$ cat config.mk
export PLATFORM = sky130hd
export DESIGN_NAME = chan_dma_ctrl
export DESIGN_NICKNAME = d
export VERILOG_FILES = /design/src/rtl/chan_dma_pkg.sv /design/src/rtl/chan_regs.sv /design/src/rtl/nmi_src.sv /design/src/rtl/xfer_seq.sv /design/src/rtl/chan_dma_ctrl.sv
export SDC_FILE = /design/constraint.sdc
export NUM_CORES = 2
export LEC_CHECK = 0
export BUFFER_PORTS_ARGS = -buffer_cell sky130_fd_sc_hd__buf_2
export CAP_MARGIN = 20
export CORE_ASPECT_RATIO = 0.5
export CORE_MARGIN = 2
export CORE_UTILIZATION = 66
export CTS_CLUSTER_SIZE = 25
export DETAILED_ROUTE_END_ITERATION = 10
export PLACE_DENSITY_LB_ADDON = 0.2
export SLEW_MARGIN = 20
export SYNTH_ARGS = -nofsm -noshare
export SYNTH_HDL_FRONTEND = slang
export SYNTH_SLANG_ARGS = --single-unit
$ cat constraint.sdc
create_clock -name clk -period 8.8 [get_ports clk]
set_input_delay 1.76 -clock clk [delete_from_list [all_inputs] [get_ports clk]]
set_output_delay 1.76 -clock clk [all_outputs]
set_load 0.05 [all_outputs]
$ cat src/rtl/chan_dma_pkg.sv
// Package: shared bit positions, register indices and sequencer state
// for the DMA channel controller. Assumes 32-bit registers.
package chan_dma_pkg;
    localparam int CTRL_EN   = 0;   // channel switched on
    localparam int CTRL_DIR  = 1;   // 1 = memory-to-device
    localparam int FLAG_TC   = 8;   // terminal count reached
    localparam int FLAG_MERR = 9;   // memory / consistency error
    localparam int FLAG_AERR = 10;  // address error

    localparam int IDX_CTRL  = 1;
    localparam int IDX_COUNT = 2;
    localparam int IDX_ADDR  = 3;

    localparam int CH_REGION = 1;       // offset bits [AW-1:8] for channel space
    localparam int NMI_OFS   = 'h200;   // NMI source register offset

    typedef enum logic {
        SEQ_IDLE = 1'b0,
        SEQ_BUSY = 1'b1
    } seq_state_t;
endpackage

$ cat src/rtl/chan_regs.sv
// Module: chan_regs
// Holds one channel's control, count and address registers. Software
// writes arrive as per-register strobes; sequencer updates (flag clear,
// flag set, count decrement) take priority over a software write in the
// same cycle. Assumes strobes are already decoded for this channel.
module chan_regs
    import chan_dma_pkg::*;
#(
    parameter int DW = 32
) (
    input  logic          clk,
    input  logic          rst_n,
    input  logic          wr_ctrl,
    input  logic          wr_count,
    input  logic          wr_addr,
    input  logic [DW-1:0] wdata,
    input  logic          clr_flags,
    input  logic          set_err,
    input  logic          set_tc,
    input  logic          dec_en,
    input  logic [DW-1:0] dec_amt,
    output logic [DW-1:0] ctrl_q,
    output logic [DW-1:0] count_q,
    output logic [DW-1:0] addr_q
);
    logic          eng_ctrl;
    logic [DW-1:0] ctrl_eng_val;

    // Purpose: form the sequencer's view of the next control value.
    always_comb begin
        eng_ctrl     = clr_flags | set_err | set_tc;
        ctrl_eng_val = ctrl_q;
        if (clr_flags) begin
            ctrl_eng_val[FLAG_TC]   = 1'b0;
            ctrl_eng_val[FLAG_MERR] = 1'b0;
            ctrl_eng_val[FLAG_AERR] = 1'b0;
        end
        if (set_err) ctrl_eng_val[FLAG_MERR] = 1'b1;
        if (set_tc)  ctrl_eng_val[FLAG_TC]   = 1'b1;
    end

    // Purpose: control register, sequencer update before software write.
    always_ff @(posedge clk) begin
        if (!rst_n)        ctrl_q <= '0;
        else if (eng_ctrl) ctrl_q <= ctrl_eng_val;
        else if (wr_ctrl)  ctrl_q <= wdata;
    end

    // Purpose: remaining byte count, decrement before software write.
    always_ff @(posedge clk) begin
        if (!rst_n)        count_q <= '0;
        else if (dec_en)   count_q <= count_q - dec_amt;
        else if (wr_count) count_q <= wdata;
    end

    // Purpose: channel address register, software only.
    always_ff @(posedge clk) begin
        if (!rst_n)       addr_q <= '0;
        else if (wr_addr) addr_q <= wdata;
    end

    // a clear without a new error leaves all three flags low
    a_r3_flags_cleared: assert property (@(posedge clk) disable iff (!rst_n)
        (clr_flags && !set_err) |=> (ctrl_q[FLAG_AERR:FLAG_TC] == 3'b000));

    // completion leaves terminal count set
    a_r7_tc_set: assert property (@(posedge clk) disable iff (!rst_n)
        set_tc |=> ctrl_q[FLAG_TC]);

    // the decrement is exact even if software wrote the count that cycle
    a_r9_engine_wins: assert property (@(posedge clk) disable iff (!rst_n)
        dec_en |=> (count_q == $past(count_q) - $past(dec_amt)));
endmodule

$ cat src/rtl/nmi_src.sv
// Module: nmi_src
// Sticky per-channel error bits. A bit sets when its channel reports a
// rejected request and clears only on reset. Assumes single-cycle set pulses.
module nmi_src #(
    parameter int NUM_CH = 4
) (
    input  logic              clk,
    input  logic              rst_n,
    input  logic [NUM_CH-1:0] set_bits,
    output logic [NUM_CH-1:0] nmi_q
);
    // Purpose: accumulate error bits until reset.
    always_ff @(posedge clk) begin
        if (!rst_n) nmi_q <= '0;
        else        nmi_q <= nmi_q | set_bits;
    end

    // once set, a bit never falls while out of reset
    a_r8_sticky: assert property (@(posedge clk) disable iff (!rst_n)
        ((nmi_q & $past(nmi_q)) == $past(nmi_q)));
endmodule

$ cat src/rtl/xfer_seq.sv
// Module: xfer_seq
// Takes one device request at a time. It checks the request against the
// channel's control bits, then either rejects it or launches one burst,
// and it finishes the burst on the memory-done pulse. It drives per-channel
// update strobes into the register slices. Assumes NUM_CH is a power of two.
module xfer_seq
    import chan_dma_pkg::*;
#(
    parameter int NUM_CH = 4,
    parameter int DW     = 32,
    localparam int CH_W  = (NUM_CH > 1) ? $clog2(NUM_CH) : 1
) (
    input  logic                       clk,
    input  logic                       rst_n,
    input  logic                       req_valid,
    input  logic [CH_W-1:0]            req_chan,
    input  logic                       req_to_dev,
    input  logic [DW-1:0]              req_len,
    output logic                       req_ready,
    input  logic [NUM_CH-1:0][DW-1:0]  ctrl_q,
    input  logic [NUM_CH-1:0][DW-1:0]  count_q,
    input  logic [NUM_CH-1:0][DW-1:0]  addr_q,
    output logic                       mem_start,
    output logic [DW-1:0]              mem_addr,
    output logic [DW-1:0]              mem_len,
    output logic                       mem_to_dev,
    input  logic                       mem_done,
    output logic                       resp_valid,
    output logic                       resp_err,
    output logic [CH_W-1:0]            resp_chan,
    output logic [DW-1:0]              resp_len,
    output logic [NUM_CH-1:0]          clr_flags,
    output logic [NUM_CH-1:0]          set_err,
    output logic [NUM_CH-1:0]          set_tc,
    output logic [NUM_CH-1:0]          dec_en,
    output logic [DW-1:0]              dec_amt
);
    seq_state_t      state;
    logic [CH_W-1:0] act_ch;
    logic [DW-1:0]   act_len;
    logic            accept;
    logic            sel_ok;
    logic            finish;
    logic [DW-1:0]   sel_ctrl;
    logic [DW-1:0]   sel_count;
    logic [DW-1:0]   grant_len;

    // Purpose: decode acceptance, consistency and the trimmed length.
    always_comb begin
        req_ready = (state == SEQ_IDLE);
        accept    = req_valid && req_ready;
        sel_ctrl  = ctrl_q[req_chan];
        sel_count = count_q[req_chan];
        sel_ok    = sel_ctrl[CTRL_EN] && (sel_ctrl[CTRL_DIR] == req_to_dev);
        grant_len = (req_len < sel_count) ? req_len : sel_count;
        finish    = (state == SEQ_BUSY) && mem_done;
        dec_amt   = act_len;
    end

    // Purpose: steer update strobes to the addressed channel slice.
    always_comb begin
        for (int i = 0; i < NUM_CH; i++) begin
            clr_flags[i] = accept && (req_chan == CH_W'(i));
            set_err[i]   = clr_flags[i] && !sel_ok;
            set_tc[i]    = finish && (act_ch == CH_W'(i));
            dec_en[i]    = set_tc[i];
        end
    end

    // Purpose: sequencer state and the active burst's channel and length.
    always_ff @(posedge clk) begin
        if (!rst_n) begin
            state   <= SEQ_IDLE;
            act_ch  <= '0;
            act_len <= '0;
        end else if (accept && sel_ok) begin
            state   <= SEQ_BUSY;
            act_ch  <= req_chan;
            act_len <= grant_len;
        end else if (finish) begin
            state   <= SEQ_IDLE;
        end
    end

    // Purpose: registered memory-side start pulse and burst fields.
    always_ff @(posedge clk) begin
        if (!rst_n) begin
            mem_start  <= 1'b0;
            mem_addr   <= '0;
            mem_len    <= '0;
            mem_to_dev <= 1'b0;
        end else begin
            mem_start <= accept && sel_ok;
            if (accept && sel_ok) begin
                mem_addr   <= addr_q[req_chan];
                mem_len    <= grant_len;
                mem_to_dev <= req_to_dev;
            end
        end
    end

    // Purpose: registered response pulse for rejections and completions.
    always_ff @(posedge clk) begin
        if (!rst_n) begin
            resp_valid <= 1'b0;
            resp_err   <= 1'b0;
            resp_chan  <= '0;
            resp_len   <= '0;
        end else begin
            resp_valid <= (accept && !sel_ok) || finish;
            resp_err   <= accept && !sel_ok;
            resp_chan  <= accept ? req_chan : act_ch;
            resp_len   <= finish ? act_len : '0;
        end
    end

    // a rejected request never launches a burst
    a_r4_no_burst_on_err: assert property (@(posedge clk) disable iff (!rst_n)
        resp_err |-> !mem_start);

    // the start pulse lasts one cycle and ready is low while it shows
    a_r6_single_pulse: assert property (@(posedge clk) disable iff (!rst_n)
        mem_start |-> (!req_ready ##1 !mem_start));

    // a request seen while busy has no visible effect next cycle
    a_r10_busy_ignored: assert property (@(posedge clk) disable iff (!rst_n)
        (req_valid && !req_ready) |=> (!mem_start && !resp_err));
endmodule

$ cat src/rtl/chan_dma_ctrl.sv
// Module: chan_dma_ctrl (top)
// Register decode and read mux for NUM_CH DMA channel slices, the sticky
// NMI source register, and the request sequencer. Channel registers sit
// at 0x100 + ch*0x20 + idx*8, so NUM_CH must not exceed 8 and AW must be
// at least 10. Read data is combinational on reg_addr.
module chan_dma_ctrl
    import chan_dma_pkg::*;
#(
    parameter int NUM_CH = 4,
    parameter int DW     = 32,
    parameter int AW     = 10
) (
    input  logic                        clk,
    input  logic                        rst_n,
    input  logic                        reg_wr,
    input  logic [AW-1:0]               reg_addr,
    input  logic [DW-1:0]               reg_wdata,
    output logic [DW-1:0]               reg_rdata,
    input  logic                        req_valid,
    input  logic [$clog2(NUM_CH)-1:0]   req_chan,
    input  logic                        req_to_dev,
    input  logic [DW-1:0]               req_len,
    output logic                        req_ready,
    output logic                        mem_start,
    output logic [DW-1:0]               mem_addr,
    output logic [DW-1:0]               mem_len,
    output logic                        mem_to_dev,
    input  logic                        mem_done,
    output logic                        resp_valid,
    output logic                        resp_err,
    output logic [$clog2(NUM_CH)-1:0]   resp_chan,
    output logic [DW-1:0]               resp_len
);
    localparam int CH_W = (NUM_CH > 1) ? $clog2(NUM_CH) : 1;

    logic [NUM_CH-1:0][DW-1:0] ctrl_q;
    logic [NUM_CH-1:0][DW-1:0] count_q;
    logic [NUM_CH-1:0][DW-1:0] addr_q;
    logic [NUM_CH-1:0]         clr_flags;
    logic [NUM_CH-1:0]         set_err;
    logic [NUM_CH-1:0]         set_tc;
    logic [NUM_CH-1:0]         dec_en;
    logic [DW-1:0]             dec_amt;
    logic [NUM_CH-1:0]         nmi_q;

    logic [2:0]      dec_ch;
    logic [1:0]      dec_idx;
    logic            in_chan;
    logic            is_nmi;
    logic [CH_W-1:0] sel_ch;

    // Purpose: split the register offset into region, channel and index.
    always_comb begin
        dec_ch  = reg_addr[7:5];
        dec_idx = reg_addr[4:3];
        sel_ch  = dec_ch[CH_W-1:0];
        in_chan = (reg_addr[AW-1:8] == (AW-8)'(CH_REGION)) && !reg_addr[2]
                  && (int'(dec_ch) < NUM_CH);
        is_nmi  = ({reg_addr[AW-1:2], 2'b00} == AW'(NMI_OFS));
    end

    // Purpose: combinational read mux over channel and NMI registers.
    always_comb begin
        reg_rdata = '0;
        if (in_chan) begin
            case (int'(dec_idx))
                IDX_CTRL:  reg_rdata = ctrl_q[sel_ch];
                IDX_COUNT: reg_rdata = count_q[sel_ch];
                IDX_ADDR:  reg_rdata = addr_q[sel_ch];
                default:   reg_rdata = '0;
            endcase
        end else if (is_nmi) begin
            reg_rdata = {{(DW-NUM_CH){1'b0}}, nmi_q};
        end
    end

    for (genvar g = 0; g < NUM_CH; g++) begin : g_chan
        logic hit;
        assign hit = reg_wr && in_chan && (dec_ch == 3'(g));

        chan_regs #(.DW(DW)) u_regs (
            .clk       (clk),
            .rst_n     (rst_n),
            .wr_ctrl   (hit && (int'(dec_idx) == IDX_CTRL)),
            .wr_count  (hit && (int'(dec_idx) == IDX_COUNT)),
            .wr_addr   (hit && (int'(dec_idx) == IDX_ADDR)),
            .wdata     (reg_wdata),
            .clr_flags (clr_flags[g]),
            .set_err   (set_err[g]),
            .set_tc    (set_tc[g]),
            .dec_en    (dec_en[g]),
            .dec_amt   (dec_amt),
            .ctrl_q    (ctrl_q[g]),
            .count_q   (count_q[g]),
            .addr_q    (addr_q[g])
        );
    end

    nmi_src #(.NUM_CH(NUM_CH)) u_nmi (
        .clk      (clk),
        .rst_n    (rst_n),
        .set_bits (set_err),
        .nmi_q    (nmi_q)
    );

    xfer_seq #(.NUM_CH(NUM_CH), .DW(DW)) u_seq (
        .clk        (clk),
        .rst_n      (rst_n),
        .req_valid  (req_valid),
        .req_chan   (req_chan),
        .req_to_dev (req_to_dev),
        .req_len    (req_len),
        .req_ready  (req_ready),
        .ctrl_q     (ctrl_q),
        .count_q    (count_q),
        .addr_q     (addr_q),
        .mem_start  (mem_start),
        .mem_addr   (mem_addr),
        .mem_len    (mem_len),
        .mem_to_dev (mem_to_dev),
        .mem_done   (mem_done),
        .resp_valid (resp_valid),
        .resp_err   (resp_err),
        .resp_chan  (resp_chan),
        .resp_len   (resp_len),
        .clr_flags  (clr_flags),
        .set_err    (set_err),
        .set_tc     (set_tc),
        .dec_en     (dec_en),
        .dec_amt    (dec_amt)
    );

    // an error response always finds its channel's NMI bit set
    a_r4_nmi_on_err: assert property (@(posedge clk) disable iff (!rst_n)
        (resp_valid && resp_err) |-> nmi_q[resp_chan]);
endmodule

# Word level (Yosys, flattened, before mapping)
# Cells that the tools add are included.
[totals] ff_bits=493 in_bits=82 out_inout_bits=135 word_cells=202
[classes] n_addsub=4 order_cmp=4 n_eq_ne=30 n_mux=47 bitwise=14 reduce_logical=68
[op_table] operator="32-bit two-way mux" count=15
[op_table] operator="32-bit binary-select mux with 2-bit select" count=6
[op_table] operator="32-bit subtractor" count=4
[op_table] operator="32-bit one-hot mux with 3 select lines" count=1
[op_table] operator="11-bit two-way mux" count=8
[op_table] operator="1-bit logical AND" count=36
[op_table] operator="2-bit AND reduction" count=17
[op_table] operator="32-bit less-than comparator" count=1
[op_table] operator="3-bit by 1-bit inequality test with 1-bit output, second input constant" count=8
[op_table] operator="2-bit nonzero test" count=9
[op_table] operator="2-bit equality test, second input constant" count=8
[op_table] operator="3-bit two-way mux" count=4
[op_table] operator="2-bit by 1-bit equality test with 1-bit output, second input constant" count=5
[op_table] operator="1-bit two-way mux" count=10
[op_table] operator="8-bit equality test, second input constant" count=1
[op_table] operator="2-bit by 1-bit inequality test with 1-bit output, second input constant" count=4
[op_table] operator="1-bit OR" count=8
[op_table] operator="3-bit by 2-bit equality test with 1-bit output, second input constant" count=2
[op_table] operator="2-bit by 3-bit less-than comparator with 1-bit output, second input constant" count=2
[op_table] operator="1-bit NOT" count=5
[op_table] operator="2-bit zero test" count=2
[op_table] operator="2-bit two-way mux" count=2
[op_table] operator="4-bit two-way mux" count=1
[op_table] operator="4-bit OR" count=1
[op_table] operator="6 further kinds" count=7

# Longest topological paths before layout
[depth] depth_word=10 ltp_mapped=16

# Hierarchy
# Synthesis repeated with hierarchy kept, for this count alone.
[hier_totals] cells_unflattened=3655 hier_area_um2=32283.5
[by_module_without_submodules] mod="chan_regs (g_chan[0].u_regs ...)" n_inst=3 cells_per_inst=661 area_per_inst_um2=5509.0
[by_module_without_submodules] mod="xfer_seq" n_inst=1 cells_per_inst=676 area_per_inst_um2=6616.3
[by_module_without_submodules] mod="chan_regs (g_chan[3].u_regs)" n_inst=1 cells_per_inst=660 area_per_inst_um2=5486.5
[by_module_without_submodules] mod="chan_dma_ctrl" n_inst=1 cells_per_inst=328 area_per_inst_um2=3543.4
[by_module_without_submodules] mod="nmi_src" n_inst=1 cells_per_inst=8 area_per_inst_um2=110.1

# Worst setup path after synthesis
# OpenSTA, ideal clock, no wires.
[synth_timing] kind="input port to output port" from="input reg_addr[5]" to="output reg_rdata[11]" t_arrival_ns=3.960 required_ns=7.040 slack_ns=3.080 path_stages=7 cell_sequence="buf_2 > buf_1 > clkbuf_1 > clkbuf_1 > mux4_2 > a22oi_1 > nor2_1"
[synth_via] elab_chain_len=4 word_cells_on_any_way=10
[synth_lines] element="start: declaration" line_no="chan_dma_ctrl.sv:16" text="input logic [AW-1:0] reg_addr,"
[synth_lines] element="32-bit binary-select mux with 2-bit select, on equally long branches" line_no="chan_dma_ctrl.sv:69, chan_dma_ctrl.sv:67, chan_dma_ctrl.sv:68"
[synth_lines] element="32-bit two-way mux, on equally long branches" line_no="chan_dma_ctrl.sv:69, chan_dma_ctrl.sv:67, chan_dma_ctrl.sv:68"
[synth_lines] element="32-bit one-hot mux with 3 select lines" line_no="chan_dma_ctrl.sv:66" text="case (int'(dec_idx))"
[synth_lines] element="32-bit two-way mux (*)" line_no="chan_dma_ctrl.sv:65" text="if (in_chan) begin"
[synth_lines] element="end: declaration" line_no="chan_dma_ctrl.sv:18" text="output logic [DW-1:0] reg_rdata,"
# Mark *: on every way between the ends. The rest lies on a longest branch, timed or not. The select of a mux whose other input is x is not followed.

# Final worst setup path
[layout_timing] from="input reg_addr[6]" to="output reg_rdata[1]"
# Same word-level chain as after synthesis.

==> impl_results.md <==
- Area share of the leading cell type in the synthesized netlist: 0.326
- Clk root buf: clkbuf_16
- Post-route DRC: 0
- First-pass GRT wire length: 154,000 microns
- Biggest area contributors in the synthesized netlist: dfxtp_1 (33%), mux4_2 (12%), nand2_1 (8.3%)
- Die Y: 156 microns
- Share of flip-flops with an asynchronous set or reset: 0
- Average via count per standard cell: 6.78
- CTS clk-pin slew, worst paths: 70 ps
- Leakage dissipation: 12.9 nW
- Count of hold-fix buffers inserted at cts: 0
- Area fraction in and, or, nand and nor cells after synthesis: 0.155
- Area of the die: 47,700 sq um
- Overall via count from detail_route: 28,500
- CP max-delay cell: mux4_2
- Layout Skew: 24.7 ps
- Post-CTS repair timing setup buffer count: 0
- Crit path launch type: primary input
- Buffers & Inverters on Critical Path: 3
- EDFF count, synth: 0
- Count of final setup violators: 0
- Total grt overflow: 0
- Proportion of power drawn by the clock network: 0.468
- # nets final: 3,808
- Final hold violations: 0
- Via count of the first global-routing pass: 26,500
- Slew Limit Headroom: 0.251
- Measured slew at the worst slew-check pin: 1120 ps
- Total Routing Usage GR: 0.417
- Sequential area share after synthesis: 0.326
- Maximum number of pins on one net before global-route repair: 187
- Critical path peak fanout: 51
- Top post-synthesis cells by count: nand2_1 (667), dfxtp_1 (493), a21oi_1 (460), clkbuf_1 (218), nor2_1 (211)
- Total of warnings raised by yosys: 0
- Fraction of power spent switching nets: 0.250
- Cell Int Power: 3.60 mW
- Post-synthesis cell area: 30,300 sq um
- Period utilisation layout: 0.718
- Accumulated negative setup slack: 0 ps
- Design Area, Final: 33,200 sq um
- Part of the total power dissipated in combinational logic: 0.066
- Flop and latch count out of synthesis: 493
- Primary FF master, synth: dfxtp_1
- Drt pass-1 iters: 6
- Multiplexer share of the synthesized area: 0.187
- Utilization after layout: 0.732
- Post-Syn Instances: 3,533
- Maximum clock frequency: 158 MHz
- Final worst setup slack: 2480 ps
- Worst hold path type: flip-flop to flip-flop
- Endpoint kind of the worst setup timing path: output pin
- Post-synthesis to final-layout area growth: 9.44%
- Adder and majority gate portion of the synthesized area: 0.0667
- Average instance area after synthesis: 8.58 sq um
- Count of cell types in the netlist: 80
- Clock buffers created by TritonCTS: 46
- Number of DRC violations after detailed-routing iteration 0: 3,607
- WP data required: 7040 ps
- CTS tree: yes
- Minimum clock period after layout: 6320 ps
- Total of max-cap violations: 0
- Pre-CTS setup slack: 2320 ps
- Power dissipated by switching net loads: 1.20 mW
- DRT Wirelength: 102,000 microns
- Instance area after placement: 31,500 sq um
- Category of cells accounting for the largest share of critical-path delay: buffers and inverters
- Max-slew violations: 0
- Most frequent cell after synthesis: nand2_1
- Largest family of logic cells by synthesized area: compound AO/OA/AOI/OAI gates
- Antenna violations before repair: 5
- Count of pins on the block boundary: 217
- Data arrival, critical path: 4560 ps
- Net count of the mapped netlist: 3,774
- Routed wire length per instance: 24.2 microns
- Placer's final routability congestion estimate: 0.993
- Area of the core: 45,300 sq um
- Latest clock arrival within the worst-skew pair: 610 ps
- Port Buffers: 214
- Starting density of the core: 0.669
- Half-perimeter wire length after placement: 69,000 microns
- Synthesized-area fraction occupied by xor and xnor cells: 0.0251
- Power density normalized to cell area: 145 nW/um^2
- Cells along the critical path: buf_6 -> buf_4 -> mux4_2 -> mux2_2 -> a22oi_1 -> o22ai_1 -> buf_2
- Result of the run: finished, final reports clean
- Total power consumption of the routed design: 4.80 mW
- Number of levels in the clock H-tree: 2
- Synthesized-area fraction occupied by ao, oa, aoi and oai cells: 0.191
- Worst Setup Path Type: primary input to output pin
- RSZ-0062 raised after global routing: no
- Detail Route Antenna Nets: 0
- Floorplan die width: 307 microns
- Site row count: 55
- Number of gates resized after cts: 0
- Number of sinks handled by clock tree synthesis: 493
- Longest individual stage delay on the worst path: 650 ps
- Worst voltage drop across the vdd grid: 0.158 mV
- Clock tree buffer depth: 3
- Share of cells above drive strength 1: 0.163
- Cell type contributing the most total cell area after synthesis: dfxtp_1
- Reg power frac: 0.466
[kinds of logic (layout without fill, tap and decap cells)]
group	count (synthesis)	count (layout)
simple gates	1115	1115
compound gates	951	951
flops	493	493
buf+inv	371	442
mux	357	357
fa+ha+maj	159	159
xor+xnor	87	87
other cells	0	1
[cell usage in the layout (no fill, tap or decap), drive strengths merged, types with 12 or more instances in the layout]
cell type / instances
nand4: 23
o21bai: 20
nand3: 28
buf: 255
xnor2: 51
inv: 101
and3: 16
mux2: 61
dfxtp: 493
mux4: 162
mux2i: 134
ha: 155
nor3: 72
o21ai: 125
a21o: 75
nand2b: 16
o31ai: 12
nor2b: 25
xor2: 36
a211oi: 103
o21a: 23
clkbuf: 70
nand2: 667
a22oi: 33
a21oi: 461
a31oi: 17
nor2: 211
[worst reg2reg max path: stages, from the launching register on]
cell,delay [ps]
dfxtp_1,360
mux4_2,520
inv_1,80
ha_1,230
a21o_1,180
a21o_1,160
a21o_1,240
a2111oi_2,730
o31ai_2,220
a221oi_2,630
o21ai_4,190
buf_4,380
mux2i_1,270
a21oi_1,100
[power groups by stage]
stage,logic [mW],registers (mW),clock network (mW)
final,0.318,2.24,2.25
after global routing,0.330,2.24,2.33
after CTS,0.305,2.24,2.24
after detailed placement,0.304,2.29,0
after global placement,0.300,2.29,0
after floorplan,0.199,2.29,0
[flip-flops by register name, indices dropped and copies added, names as in the netlist]
name,flops
u_nmi.nmi_q,4
u_seq.mem_to_dev,1
g_chan.u_regs.addr_q,128
u_seq.act_ch,2
g_chan.u_regs.ctrl_q,128
u_seq.resp_err,1
u_seq.state,1
u_seq.dec_amt,32
u_seq.resp_len,32
u_seq.resp_chan,2
u_seq.mem_start,1
u_seq.resp_valid,1
u_seq.mem_addr,32
g_chan.u_regs.count_q,128
[metrics by stage]
step           hold slack (ps)  instances
2_1_floorplan              433       3533
3_3_place_gp               439       4116
3_5_place_dp               443       4116
4_1_cts                    453       4201
5_1_grt                    471       4202
6_report                   451       4203
[per-layer routing]
layer,part of all wire,global-route usage,vias to the layer above
li1,-,-,12800
met1,0.39,0.562,13600
met2,0.41,0.608,1821
met3,0.16,0.165,302
met4,0.036,0.144,8
met5,0.00044,0,-
[final cells by class]
class / instances / area (sq um)
multi-input cells: 2669 / 19100
clock buffers: 70 / 1380
clock inverters: 15 / 289
fillers: 3485 / 12100
inverters: 102 / 395
diodes: 1 / 2.50
repair buffers: 255 / 1410
flip-flops and latches: 493 / 9870
well taps: 598 / 748
[path summary, 6_finish.rpt]
check             slack [ps]                   startpoint           endpoint  depth (start not counted)
setup / recovery        2480                  reg_addr[6]       reg_rdata[1]                          7
hold reg to reg          450            u_seq.mem_addr[9]  u_seq.mem_addr[9]                          2
hold / removal           450            u_seq.mem_addr[9]  u_seq.mem_addr[9]                          2
setup reg to reg        4370  g_chan[3].u_regs.count_q[9]  u_seq.dec_amt[17]                         13
Note: power is estimated with default switching activity, not from simulation.
